===== src/rtl/gpio_port_pkg.sv =====
package gpio_port_pkg;

  localparam int unsigned REG_W       = 32;
  localparam int unsigned ADDR_W      = 4;
  localparam int unsigned SYNC_DEPTH  = 2;
  localparam int unsigned RO_PINS     = 4;

  localparam logic [ADDR_W-1:0] OFS_DIR = 4'h0;
  localparam logic [ADDR_W-1:0] OFS_ODE = 4'h4;
  localparam logic [ADDR_W-1:0] OFS_LAT = 4'h8;

  typedef enum logic [1:0] {
    SEL_NONE,
    SEL_DIR,
    SEL_ODE,
    SEL_LAT
  } reg_sel_e;

  function automatic reg_sel_e decode_addr(input logic [ADDR_W-1:0] addr);
    reg_sel_e sel;
    case (addr)
      OFS_DIR: sel = SEL_DIR;
      OFS_ODE: sel = SEL_ODE;
      OFS_LAT: sel = SEL_LAT;
      default: sel = SEL_NONE;
    endcase
    return sel;
  endfunction

endpackage


===== src/rtl/gpio_bit_sync.sv =====
module gpio_bit_sync #(
  parameter int unsigned WIDTH  = 32,
  parameter int unsigned STAGES = 2
) (
  input  logic             clk,
  input  logic             rst_n,
  input  logic [WIDTH-1:0] din,
  output logic [WIDTH-1:0] dout
);

  logic [STAGES-1:0][WIDTH-1:0] stage_q;
  logic [STAGES-1:0][WIDTH-1:0] stage_d;

  always_comb begin
    stage_d[0] = din;
    for (int k = 1; k < STAGES; k++) begin
      stage_d[k] = stage_q[k-1];
    end
  end

  always_ff @(posedge clk or negedge rst_n) begin
    if (!rst_n) begin
      stage_q <= '0;
    end else begin
      stage_q <= stage_d;
    end
  end

  assign dout = stage_q[STAGES-1];

endmodule


===== src/rtl/gpio_reg_bank.sv =====
module gpio_reg_bank
  import gpio_port_pkg::*;
#(
  parameter bit INPUT_ONLY_TOP = 1'b0
) (
  input  logic              clk,
  input  logic              rst_n,
  input  reg_sel_e          sel,
  input  logic              we,
  input  logic [REG_W-1:0]  wdata,
  output logic [REG_W-1:0]  dir_q,
  output logic [REG_W-1:0]  ode_q,
  output logic [REG_W-1:0]  lat_q
);

  function automatic logic [REG_W-1:0] make_dir_mask();
    logic [REG_W-1:0] m;
    for (int p = 0; p < REG_W; p++) begin
      m[REG_W-1-p] = !(INPUT_ONLY_TOP && (p >= int'(REG_W - RO_PINS)));
    end
    return m;
  endfunction

  localparam logic [REG_W-1:0] DIR_WMASK = make_dir_mask();

  logic             dir_en, ode_en, lat_en;
  logic [REG_W-1:0] dir_d, ode_d, lat_d;

  always_comb begin
    dir_en = we && (sel == SEL_DIR);
    ode_en = we && (sel == SEL_ODE);
    lat_en = we && (sel == SEL_LAT);
    dir_d  = dir_en ? (wdata & DIR_WMASK) : dir_q;
    ode_d  = ode_en ? wdata : ode_q;
    lat_d  = lat_en ? wdata : lat_q;
  end

  always_ff @(posedge clk or negedge rst_n) begin
    if (!rst_n) begin
      dir_q <= '0;
      ode_q <= '0;
      lat_q <= '0;
    end else begin
      dir_q <= dir_d;
      ode_q <= ode_d;
      lat_q <= lat_d;
    end
  end

  // latch holds without a data write
  p_lat_hold_r6: assert property (@(posedge clk) disable iff (!rst_n)
    !(we && sel == SEL_LAT) |=> $stable(lat_q));

  // a data write loads every latch bit at once
  p_lat_load_r6: assert property (@(posedge clk) disable iff (!rst_n)
    (we && sel == SEL_LAT) |=> (lat_q == $past(wdata)));

  // masked direction bits never set
  p_dir_mask_r8: assert property (@(posedge clk) disable iff (!rst_n)
    (dir_q & ~DIR_WMASK) == '0);

endmodule


===== src/rtl/gpio_pin_drive.sv =====
module gpio_pin_drive
  import gpio_port_pkg::*;
(
  input  logic [REG_W-1:0] dir_q,
  input  logic [REG_W-1:0] ode_q,
  input  logic [REG_W-1:0] lat_q,
  output logic [REG_W-1:0] pin_out,
  output logic [REG_W-1:0] pin_oe
);

  for (genvar p = 0; p < REG_W; p++) begin : g_pin
    localparam int unsigned B = REG_W - 1 - p;
    always_comb begin
      if (ode_q[B]) begin
        pin_out[p] = 1'b0;
        pin_oe[p]  = dir_q[B] && !lat_q[B];
      end else begin
        pin_out[p] = lat_q[B];
        pin_oe[p]  = dir_q[B];
      end
    end
  end

endmodule


===== src/rtl/gpio_read_mux.sv =====
module gpio_read_mux
  import gpio_port_pkg::*;
(
  input  reg_sel_e         sel,
  input  logic [REG_W-1:0] dir_q,
  input  logic [REG_W-1:0] ode_q,
  input  logic [REG_W-1:0] lat_q,
  input  logic [REG_W-1:0] sync_bits,
  output logic [REG_W-1:0] rdata
);

  always_comb begin
    case (sel)
      SEL_DIR: rdata = dir_q;
      SEL_ODE: rdata = ode_q;
      SEL_LAT: rdata = (lat_q & dir_q) | (sync_bits & ~dir_q);
      default: rdata = '0;
    endcase
  end

endmodule


===== src/rtl/gpio_port_regs.sv =====
module gpio_port_regs
  import gpio_port_pkg::*;
#(
  parameter bit INPUT_ONLY_TOP = 1'b0
) (
  input  logic              clk,
  input  logic              rst_n,
  input  logic [ADDR_W-1:0] bus_addr,
  input  logic              bus_we,
  input  logic [REG_W-1:0]  bus_wdata,
  output logic [REG_W-1:0]  bus_rdata,
  input  logic [REG_W-1:0]  pin_in,
  output logic [REG_W-1:0]  pin_out,
  output logic [REG_W-1:0]  pin_oe
);

  reg_sel_e         sel;
  logic [REG_W-1:0] dir_q, ode_q, lat_q;
  logic [REG_W-1:0] sync_pins;
  logic [REG_W-1:0] sync_bits;

  assign sel = decode_addr(bus_addr);

  gpio_reg_bank #(.INPUT_ONLY_TOP(INPUT_ONLY_TOP)) u_bank (
    .clk   (clk),
    .rst_n (rst_n),
    .sel   (sel),
    .we    (bus_we),
    .wdata (bus_wdata),
    .dir_q (dir_q),
    .ode_q (ode_q),
    .lat_q (lat_q)
  );

  gpio_bit_sync #(.WIDTH(REG_W), .STAGES(SYNC_DEPTH)) u_sync (
    .clk   (clk),
    .rst_n (rst_n),
    .din   (pin_in),
    .dout  (sync_pins)
  );

  // pins are MSB-first in register space
  for (genvar p = 0; p < REG_W; p++) begin : g_reorder
    assign sync_bits[REG_W-1-p] = sync_pins[p];
  end

  gpio_pin_drive u_drive (
    .dir_q   (dir_q),
    .ode_q   (ode_q),
    .lat_q   (lat_q),
    .pin_out (pin_out),
    .pin_oe  (pin_oe)
  );

  gpio_read_mux u_rmux (
    .sel       (sel),
    .dir_q     (dir_q),
    .ode_q     (ode_q),
    .lat_q     (lat_q),
    .sync_bits (sync_bits),
    .rdata     (bus_rdata)
  );

  // warm-up counter so the synchronizer check never looks before reset
  logic [1:0] warm_q;
  always_ff @(posedge clk or negedge rst_n) begin
    if (!rst_n) begin
      warm_q <= '0;
    end else if (warm_q != 2'(SYNC_DEPTH)) begin
      warm_q <= warm_q + 2'd1;
    end
  end

  // synchronized level equals the pin level two edges earlier
  p_sync_delay_r9: assert property (@(posedge clk) disable iff (!rst_n)
    (warm_q == 2'(SYNC_DEPTH)) |-> (sync_pins == $past(pin_in, SYNC_DEPTH)));

  // an open-drain output with latch 1 never drives
  for (genvar p = 0; p < REG_W; p++) begin : g_od_chk
    p_od_release_r7: assert property (@(posedge clk) disable iff (!rst_n)
      (ode_q[REG_W-1-p] && lat_q[REG_W-1-p]) |-> !pin_oe[p]);
  end

  if (INPUT_ONLY_TOP) begin : g_ro_chk
    // input-only pins never drive
    p_ro_no_drive_r8: assert property (@(posedge clk) disable iff (!rst_n)
      pin_oe[REG_W-1 -: RO_PINS] == '0);
  end

endmodule


===== config.mk =====
export PLATFORM = sky130hd
export DESIGN_NAME = gpio_port_regs
export DESIGN_NICKNAME = d
export VERILOG_FILES = /design/src/rtl/gpio_port_pkg.sv /design/src/rtl/gpio_bit_sync.sv /design/src/rtl/gpio_reg_bank.sv /design/src/rtl/gpio_pin_drive.sv /design/src/rtl/gpio_read_mux.sv /design/src/rtl/gpio_port_regs.sv
export SDC_FILE = /design/constraint.sdc
export NUM_CORES = 1
export LEC_CHECK = 0
export BUFFER_PORTS_ARGS = -buffer_cell sky130_fd_sc_hd__buf_4
export CORE_ASPECT_RATIO = 1.5
export CORE_UTILIZATION = 25
export CTS_CLUSTER_DIAMETER = 150
export CTS_CLUSTER_SIZE = 24
export DETAILED_ROUTE_END_ITERATION = 10
export PLACE_DENSITY = 0.43
export SYNTH_ARGS = -nofsm -noshare
export SYNTH_HDL_FRONTEND = slang
export SYNTH_SLANG_ARGS = --single-unit

===== constraint.sdc =====
create_clock -name clk -period 3.4 [get_ports clk]
set_clock_uncertainty 0.1 [all_clocks]
set_input_delay 0.51 -clock clk [delete_from_list [all_inputs] [get_ports clk]]
set_output_delay 0.51 -clock clk [all_outputs]
set_load 0.01 [all_outputs]

==> results.py, run 1 <==
metrics = {
    "synthesis": {
        "synthAdderAreaFrac_pct": 0,
        "muxShareOfSynthArea_pct": 21.9,
        "synth_cell_type_count": 18,
        "synth_compound_area_share_pct": 9.97,
        "syn-cell-area_mm2": 0.00640,
        "yosysTopAreaCell": "dfrtp_1",
        "synth_top_family_by_area": "multiplexers",
        "yosysMostFrequentCell": "dfrtp_1",
        "synthXorXnorAreaFrac_pct": 0,
        "synth_ff_type": "dfrtp_1",
        "async_flop_share_pct": 100,
        "synth_fp_nets": 513,
        "synth_area_per_cell_um2": 14.5,
        "synth_simple_gate_area_share_pct": 4.30,
        "yosysTopAreaCellShare_pct": 62.6,
        "syn_inst": 442,
        "synth_common_cells": "dfrtp_1, mux2_2, a21boi_0, mux2i_1, nor2b_1",
        "ys_seq_area_share_pct": 62.6,
        "synth_seq_cells": 160,
        "yosysWarnings": 0,
        "synth_edf_count": 0,
        "synthTopCellsByArea": "dfrtp_1, mux2_2, mux2i_1",
    },
    "final_layout": {
        "drive_gt1_share_pct": 47.9,
        "final_net_count": 691,
        "synthToLayoutAreaGrowth_pct": 36.4,
        "final_area_mm2": 0.00873,
        "diodes": 0,
        "fill_cells": 2503,
    },
    "worst_setup_path": {
        "critPathBufInv": 2,
        "path_common_cell": "buf_4",
        "critPathSlowestCell": "or4b_4",
        "slowest_delay_ps": 790,
        "path_cells": "buf_4, or4b_4, o21ai_0, buf_4",
        "worstSetupPathType": "input pin to primary output",
        "cp_max_fo": 32,
        "worstPathRequired_ps": 2790,
        "cp_top_family": "simple AND/OR/NAND/NOR gates",
        "startpoint_type": "input pin",
        "end_kind": "primary output",
        "arrival_ps": 1920,
        "reg2reg_slack_ps": 2460,
    },
    "clock_tree": {
        "numCtsBuffers": 17,
        "cts_hold_buffers": 0,
        "cts_root_buffer": "clkbuf_16",
        "clock-sinks": 160,
        "clk_path_buf_depth": 2,
        "path_clk_slew_ps": 60,
        "post_cts_buffers": 0,
        "insertion_delay_ps": 430,
        "htree_levels": 4,
        "cts_tree": "done",
        "cts_resized": 0,
    },
    "sta": {
        "finalSetupViolations": 0,
        "holdWs_ps": -14.3,
        "finalSetupTns_ps": 0,
        "finalHoldViolCount": 2,
        "tightest_slew_ps": 710,
        "slew_violations": 0,
        "rsz0062_at_grt": "false",
        "fmax_mhz": 396,
        "fin_crit_ps": 2530,
        "relSlewSlack_pct": 52.7,
        "post-route-period-util_pct": 74.3,
    },
    "hold_path": {
        "hold_class": "input pin to asynchronous set/reset pin",
    },
    "route": {
        "top_layer": "met5",
        "routed-wl-met3_um": 798,
        "via_per_inst": 4.49,
        "drt_iter0_markers": 128,
        "wl_um": 17700,
        "ant_nets": 0,
        "drc": 0,
        "dr.pass1.iters": 4,
        "wl_per_cell_um": 18.4,
        "vias": 4310,
        "wl_met1_um": 6670,
        "met2_length_um": 9760,
    },
    "global_route": {
        "grt_pass1_wl_um": 27300,
        "grt_max_degree": 75,
        "antenna_found_initial": 2,
        "overflow": 0,
        "grt_pass1_vias": 4761,
        "grt_usage_pct": 14.1,
    },
    "placement": {
        "placed_cell_area_mm2": 0.00810,
        "port-buffer-count": 166,
        "hpwl_um": 12200,
        "gp_congestion": 0.763,
    },
    "job": {
        "maxCapViolCount": 0,
    },
    "pwr": {
        "vdd_ir_drop_max_v": 0.000332,
        "powerDensity_mw_per_mm2": 653,
        "p_leak_nw": 3.97,
    },
    "floorplanning": {
        "core_area_mm2": 0.0251,
        "die_area_mm2": 0.0263,
        "initial_core_util_pct": 25.5,
        "die_w_um": 133,
        "rows": 71,
        "die_y_um": 198,
        "ioPinCount": 167,
    },
    "run_status": {
        "outcome": "finished with violations",
        "violations": "hold timing",
    },
}
[where the power goes]
part / total, W / switching, W / internal [W]
clock network: 0.00207 / 0.000756 / 0.00131
registers: 0.00250 / 0.000287 / 0.00221
logic: 0.00114 / 0.000465 / 0.000670
total: 0.00570 / 0.00151 / 0.00419
[kinds of logic after synthesis]
| family | count (synthesis) |
|---|---|
| buf+inv | 18 |
| compound gates | 95 |
| simple gates | 41 |
| flops | 160 |
| mux | 128 |
[layout by cell type (no fill, tap or decap), types with 5 or more instances in the layout]
cell type  Yosys  layout
o21ai_1       16      16
mux2_2        93      93
clkbuf_16      0      17
buf_4          0     175
dfrtp_1      160     160
o21ai_0       15      15
a21boi_0      32      32
nor2b_1       32      32
bufinv_16      0       5
a22oi_1       31      31
mux2i_1       32      32
[state kept, by name (all words and copies together) (netlist names)]
signal          flops
u_sync.stage_d     32
u_bank.ode_q       32
u_bank.lat_q       32
u_sync.dout        32
u_bank.dir_q       32
[stage by stage]
stage	util [%]	setup slack, ps	hold slack [ps]	cells	power [W]
3_5_place_dp	32.2	868	235	929	0.00369
6_report	34.7	874	-14.3	960	0.00570
3_3_place_gp	32.2	895	231	929	0.00364
2_1_floorplan	-	1240	114	442	0.00304
4_1_cts	34.7	857	1.03	960	0.00580
5_1_grt	34.7	813	28.3	960	0.00600
[layer usage]
metal / up-vias / GRT usage [%]
li1: 1962 / -
met1: 2207 / 14.8
met2: 107 / 26.0
met3: 30 / 3.94
met4: 4 / 6.30
met5: - / 0
[final timing paths]
check                                      to  depth (start not counted)          startpoint
max in group asynchronous     u_bank.ode_q[0]                          2               rst_n
setup reg to reg              u_bank.dir_q[2]                          1     u_bank.dir_q[2]
hold / removal             u_sync.stage_d[47]                          1               rst_n
min in group clk           u_sync.stage_d[51]                          1          pin_in[19]
hold reg to reg                u_sync.dout[5]                          0  u_sync.stage_d[37]
setup / recovery                bus_rdata[31]                          4         bus_addr[2]
[area by class of cell]
class	count	area (um2)	area share, %
clock inverters	11	188	2.15
flip-flops and latches	160	4000	45.9
well taps	328	410	4.70
clock buffers	20	447	5.12
repair buffers	177	1350	15.4
multi-input cells	264	2340	26.8
No activity file was read; power rests on OpenSTA's default activity.
==> inputs of run 2 (changes only) <==
--- a/config.mk
+++ b/config.mk
@@ -5,13 +5,14 @@
 export SDC_FILE = /design/constraint.sdc
 export NUM_CORES = 1
 export LEC_CHECK = 0
+export ABC_AREA = 1
 export BUFFER_PORTS_ARGS = -buffer_cell sky130_fd_sc_hd__buf_4
 export CORE_ASPECT_RATIO = 1.5
 export CORE_UTILIZATION = 25
 export CTS_CLUSTER_DIAMETER = 150
 export CTS_CLUSTER_SIZE = 24
 export DETAILED_ROUTE_END_ITERATION = 10
-export PLACE_DENSITY = 0.43
+export PLACE_DENSITY = 0.42
 export SYNTH_ARGS = -nofsm -noshare
 export SYNTH_HDL_FRONTEND = slang
 export SYNTH_SLANG_ARGS = --single-unit
==> constraint.sdc (replaced) <==
create_clock -name clk -period 2.5 [get_ports clk]
set_clock_uncertainty 0.1 [all_clocks]
set_input_delay 0.375 -clock clk [delete_from_list [all_inputs] [get_ports clk]]
set_output_delay 0.375 -clock clk [all_outputs]
set_load 0.01 [all_outputs]
==> run 2 against run 1 <==
Against the previous run:
- the run now ends clean
- sequential share of layout area shrank 5.0 points
- via count is 52% higher
- design area rose by 12%
- register-to-register slack got worse by 730 ps
- wire length is 31% higher
- power is 30% higher
- hold slack gained 130 ps
- die area grew 11%
==> results.py, run 2 <==
metrics = {
    "synthesis": {
        "synth_area_per_cell_um2": 8.20,
        "yosysTopAreaCellShare_pct": 56.1,
        "synthXorXnorAreaFrac_pct": 0,
        "synthAdderAreaFrac_pct": 0,
        "ys_seq_area_share_pct": 56.1,
        "synth_seq_cells": 160,
        "syn-cell-area_mm2": 0.00714,
        "synth_cell_type_count": 14,
        "syn_inst": 871,
        "synthTopCellsByArea": "dfrtp_1, nand2_1, nand4_1",
        "synth_top_family_by_area": "simple AND/OR/NAND/NOR gates",
        "async_flop_share_pct": 100,
        "synth_ff_type": "dfrtp_1",
        "synth_compound_area_share_pct": 2.24,
        "yosysWarnings": 0,
        "synth_simple_gate_area_share_pct": 34.3,
        "synth_edf_count": 0,
        "synth_fp_nets": 942,
        "muxShareOfSynthArea_pct": 0,
        "yosysTopAreaCell": "dfrtp_1",
        "yosysMostFrequentCell": "nand2_1",
        "synth_common_cells": "nand2_1, dfrtp_1, nand3_1, nand4_1, inv_1",
    },
    "final_layout": {
        "synthToLayoutAreaGrowth_pct": 37.2,
        "post-route-util_pct": 34.9,
        "diodes": 0,
        "final_area_mm2": 0.00980,
        "layout_commonest_cell": "nand2_1",
        "layout_common_cells": "nand2_1, buf_4, dfrtp_1",
        "drive_gt1_share_pct": 21.7,
        "final_net_count": 1127,
    },
    "placement": {
        "port-buffer-count": 166,
        "gp_congestion": 0.750,
        "dpl_worst_slack_ps": 506,
        "hpwl_um": 15300,
        "placed_cell_area_mm2": 0.00890,
    },
    "run_status": {
        "outcome": "completed",
    },
    "floorplanning": {
        "ioPinCount": 167,
        "die_y_um": 209,
        "core_area_mm2": 0.0281,
        "rows": 75,
        "die_area_mm2": 0.0293,
        "initial_core_util_pct": 25.5,
        "die_w_um": 140,
    },
    "sta": {
        "finalSetupTns_ps": 0,
        "relSlewSlack_pct": 59.2,
        "finalHoldViolCount": 0,
        "finalSetupViolations": 0,
        "fin_crit_ps": 1990,
        "fmax_mhz": 503,
        "tightest_slew_ps": 613,
        "post-route-period-util_pct": 79.5,
        "setup_ws_ps": 512,
        "rsz0062_at_grt": "false",
        "slew_violations": 0,
    },
    "clock_tree": {
        "cts_tree": "done",
        "clk_path_buf_depth": 2,
        "numCtsBuffers": 17,
        "cts_root_buffer": "clkbuf_16",
        "htree_levels": 4,
        "path_clk_slew_ps": 70,
        "insertion_delay_ps": 430,
        "clock-sinks": 160,
    },
    "route": {
        "wl_um": 23100,
        "vias": 6536,
        "dr.pass1.iters": 4,
        "wl_per_cell_um": 16.3,
        "via_per_inst": 4.62,
        "ant_nets": 0,
        "drt_iter0_markers": 327,
        "drc": 0,
    },
    "global_route": {
        "grt_usage_pct": 16.4,
        "grt_pass1_wl_um": 36600,
        "grt_pass1_vias": 6378,
        "overflow": 0,
        "antenna_found_initial": 0,
        "grt_max_degree": 76,
    },
    "pwr": {
        "total_power_w": 0.00743,
        "p_leak_nw": 5.06,
        "powerDensity_mw_per_mm2": 758,
        "vdd_ir_drop_max_v": 0.000395,
    },
    "worst_setup_path": {
        "worstReg2RegStart": "u_bank.ode_q[26]",
        "reg2reg_to": "u_bank.ode_q[26]",
        "worstPathRequired_ps": 2030,
        "reg2reg_depth": 2,
        "worstSetupPathType": "input pin to primary output",
        "reg2reg_slack_ps": 1730,
        "startpoint_type": "input pin",
        "arrival_ps": 1510,
        "end_kind": "primary output",
        "cp_max_fo": 30,
    },
    "hold_path": {
        "holdPathStages": 3,
        "hold_class": "input pin to register",
        "hp-start": "bus_wdata[3]",
        "holdPathEnd": "u_bank.ode_q[3]",
    },
    "job": {
        "maxCapViolCount": 0,
    },
}
==> run 2: changes by cell type in the layout (fill, tap and decap cells not counted), sizes merged, moves of 33 or more <==
cell	previous run	this run
nand3	1	99
nand4	0	96
dlygate4sd3	0	33
inv	0	71
nand2	0	322
nor2	3	37
mux2	96	0
==> run 2: per-stage QoR <==
stage / hold WS [ps] / std cells
after floorplan: -20.6 / 871
after global placement: 232 / 1350
after detailed placement: 235 / 1350
after CTS: 95.5 / 1415
after global routing: 107 / 1415
final: 118 / 1415
==> run 2: cell families (layout without fill, tap and decap cells) <==
kind of cell    after synthesis  after routing
buf+inv                     125            323
simple gates                554            554
compound gates               32             32
flops                       160            160
==> run 2: repair_timing <==
| item | in CTS | in global routing |
|---|---|---|
| buffers inserted | 0 | 0 |
| hold buffers | 33 | 0 |
| hold endpoints to repair | 87 | 0 |
| gates resized for setup | 0 | 0 |
==> run 2: worst max path at each step <==
stage	cells past startpoint	end	start
after floorplan	5	bus_rdata[13]	bus_addr[1]
after global placement	8	bus_rdata[3]	bus_addr[2]
after detailed placement	8	bus_rdata[3]	bus_addr[2]
after CTS	7	bus_rdata[1]	bus_addr[2]
after global routing	7	bus_rdata[18]	bus_addr[2]
final	7	bus_rdata[1]	bus_addr[2]
==> run 2: power breakdown <==
part | switching [W] | leakage [nW] | internal (W) | total, W
clock | 0.00115 | 0.262 | 0.00138 | 0.00253
sequential | 0.000380 | 1.97 | 0.00296 | 0.00334
combinational | 0.000847 | 2.83 | 0.000706 | 0.00155
total | 0.00238 | 5.06 | 0.00504 | 0.00743
==> run 2: critical path, stage by stage <==
cell     delay (ps)
buf_4           120
inv_2            50
nor2_4          340
buf_12          260
nand3_1          90
nand3_1         120
buf_4           130
==> run 2: metal layers <==
metal	vias up	wire length [um]	GRT usage, %
met3	23	832	2.80
met5	-	0	0
met4	0	450	6.06
met2	151	11500	27.6
li1	3211	-	-
met1	3151	10300	20.9
==> run 2: area by class of cell <==
cell class                      instances  area (um2)
Clock inverter                         15         139
Inverter                               68         255
Tap cell                              346         433
Sequential cell                       160        4000
Fill cell                            2916       18300
Clock buffer                           17         425
Timing Repair Buffer                  223        1890
Multi-Input combinational cell        586        2660
==> inputs of run 3 (changes only) <==
--- a/config.mk
+++ b/config.mk
@@ -5,14 +5,14 @@
 export SDC_FILE = /design/constraint.sdc
 export NUM_CORES = 1
 export LEC_CHECK = 0
-export ABC_AREA = 1
+export ABC_AREA = 0
 export BUFFER_PORTS_ARGS = -buffer_cell sky130_fd_sc_hd__buf_4
 export CORE_ASPECT_RATIO = 1.5
 export CORE_UTILIZATION = 25
 export CTS_CLUSTER_DIAMETER = 150
 export CTS_CLUSTER_SIZE = 24
 export DETAILED_ROUTE_END_ITERATION = 10
-export PLACE_DENSITY = 0.42
+export PLACE_DENSITY = 0.43
 export SYNTH_ARGS = -nofsm -noshare
 export SYNTH_HDL_FRONTEND = slang
 export SYNTH_SLANG_ARGS = --single-unit
==> constraint.sdc (replaced) <==
create_clock -name clk -period 2.1 [get_ports clk]
set_clock_uncertainty 0.1 [all_clocks]
set_input_delay 0.315 -clock clk [delete_from_list [all_inputs] [get_ports clk]]
set_output_delay 0.315 -clock clk [all_outputs]
set_load 0.01 [all_outputs]
==> run 3 against run 2 <==
Against the previous run:
- utilization is 1.6 points higher
- global-route usage is 2.3 points lower
- die area is 10% lower
- power is 25% higher
- hold slack worse by 92 ps
- worst setup slack worse by 470 ps
==> results.py, run 3 (synthesis results as in run 1) <==
metrics = {
    "clock_tree": {
        "cts_tree": "done",
        "clock-sinks": 160,
        "numCtsBuffers": 17,
        "path_clk_slew_ps": 60,
        "post_cts_buffers": 0,
        "cts_root_buffer": "clkbuf_16",
        "htree_levels": 4,
        "clk_path_buf_depth": 2,
        "insertion_delay_ps": 430,
    },
    "worst_setup_path": {
        "worstSetupPathType": "input pin to primary output",
        "worstReg2RegStart": "u_bank.dir_q[9]",
        "path_cells": "buf_4, or4b_4, buf_12, o21ai_1, buf_4",
        "arrival_ps": 1640,
        "worstPathRequired_ps": 1680,
        "cp_max_fo": 27,
        "reg2reg_to": "u_bank.dir_q[9]",
        "reg2reg_depth": 1,
        "critPathSlowestCell": "or4b_4",
        "startpoint_type": "input pin",
        "reg2reg_slack_ps": 1150,
        "slowest_delay_ps": 560,
        "end_kind": "primary output",
        "path_common_cell": "buf_4",
    },
    "job": {
        "maxCapViolCount": 0,
    },
    "floorplanning": {
        "rows": 71,
        "die_w_um": 133,
        "ioPinCount": 167,
        "die_y_um": 198,
        "initial_core_util_pct": 25.5,
        "core_area_mm2": 0.0251,
        "die_area_mm2": 0.0263,
    },
    "sta": {
        "slew_violations": 0,
        "finalSetupViolations": 0,
        "fmax_mhz": 486,
        "fin_crit_ps": 2060,
        "holdWs_ps": 25.8,
        "finalSetupTns_ps": 0,
        "tightest_slew_ps": 416,
        "rsz0062_at_grt": "false",
        "relSlewSlack_pct": 72.3,
        "finalHoldViolCount": 0,
        "post-route-period-util_pct": 98.1,
    },
    "route": {
        "dr.pass1.iters": 4,
        "drc": 0,
        "vias": 4434,
        "drt_iter0_markers": 110,
        "via_per_inst": 4.43,
        "ant_nets": 0,
        "wl_um": 17700,
        "wl_per_cell_um": 17.7,
    },
    "pwr": {
        "vdd_ir_drop_max_v": 0.000568,
        "total_power_w": 0.00930,
        "p_leak_nw": 4.16,
        "powerDensity_mw_per_mm2": 1010,
    },
    "hold_path": {
        "hold_class": "input pin to register",
        "holdPathStages": 2,
        "holdPathEnd": "u_bank.dir_q[22]",
        "hp-start": "bus_wdata[22]",
    },
    "global_route": {
        "overflow": 0,
        "grt_pass1_vias": 4898,
        "antenna_found_initial": 1,
        "grt_pass1_wl_um": 27200,
        "grt_usage_pct": 14.0,
        "grt_max_degree": 43,
    },
    "run_status": {
        "outcome": "completed",
    },
    "final_layout": {
        "synthToLayoutAreaGrowth_pct": 43.4,
        "layout_commonest_cell": "buf_4",
        "drive_gt1_share_pct": 45.9,
        "fill_cells": 2514,
        "layout_common_cells": "buf_4, dfrtp_1, mux2_2",
        "final_net_count": 729,
    },
    "placement": {
        "gp_congestion": 0.755,
        "hpwl_um": 12100,
        "port-buffer-count": 166,
    },
}
==> run 3: critical path: cells and delay by family <==
kind	cells	cell delay [ps]
compound gates	1	250
buf+inv	3	510
simple gates	1	560
==> run 3: worst max path at each step <==
stage	startpoint	end	slack, ps	cells after the start
2_1_floorplan	bus_addr[2]	bus_rdata[13]	330	3
3_3_place_gp	bus_addr[2]	bus_rdata[1]	70	5
3_5_place_dp	bus_addr[2]	bus_rdata[1]	50	5
4_1_cts	bus_addr[2]	bus_rdata[1]	50	5
5_1_grt	bus_addr[3]	bus_rdata[1]	30	6
6_report	bus_addr[2]	bus_rdata[1]	40	5
==> run 3: what timing repair did <==
| action | 4_1_cts | 5_1_grt |
|---|---|---|
| hold buffers | 33 | 0 |
| gates resized for setup | 0 | 0 |
| endpoints found under the setup margin | 0 | 0 |
| endpoints found under the hold margin | 68 | 0 |
==> run 3: final cells by class <==
type                            instances  area (um2)  area share [%]
Sequential cell                       160        4000            43.7
Multi-Input combinational cell        264        2340            25.5
Timing Repair Buffer                  215        1780            19.4
Clock buffer                           24         492            5.36
Tap cell                              328         410            4.47
Clock inverter                          8         151            1.65
Antenna cell                            1        2.50          0.0273
==> run 3: routing by layer <==
layer	vias to the layer above	part of all wire [%]	GRT usage, %
li1	2042	-	-
met1	2254	39	15.0
met2	109	54	25.1
met3	29	4.0	3.23
met4	0	3.6	8.43
met5	-	0	0
==> run 3: report_power, final <==
part / internal [W] / switching, W / total, W
sequential: 0.00358 / 0.000458 / 0.00404
clock: 0.00212 / 0.00124 / 0.00336
combinational: 0.00114 / 0.000768 / 0.00190
total: 0.00684 / 0.00246 / 0.00930
==> run 3: through the flow <==
| stage | setup slack, ps | instance area (um2) | util (%) | instances |
|---|---|---|---|---|
| 2_1_floorplan | 329 | 6400 | - | 442 |
| 3_3_place_gp | 65.5 | 8200 | 32.6 | 934 |
| 3_5_place_dp | 50.3 | 8200 | 32.6 | 934 |
| 4_1_cts | 47.5 | 9170 | 36.5 | 999 |
| 5_1_grt | 25.6 | 9170 | 36.5 | 999 |
| 6_report | 40.9 | 9170 | 36.5 | 1000 |
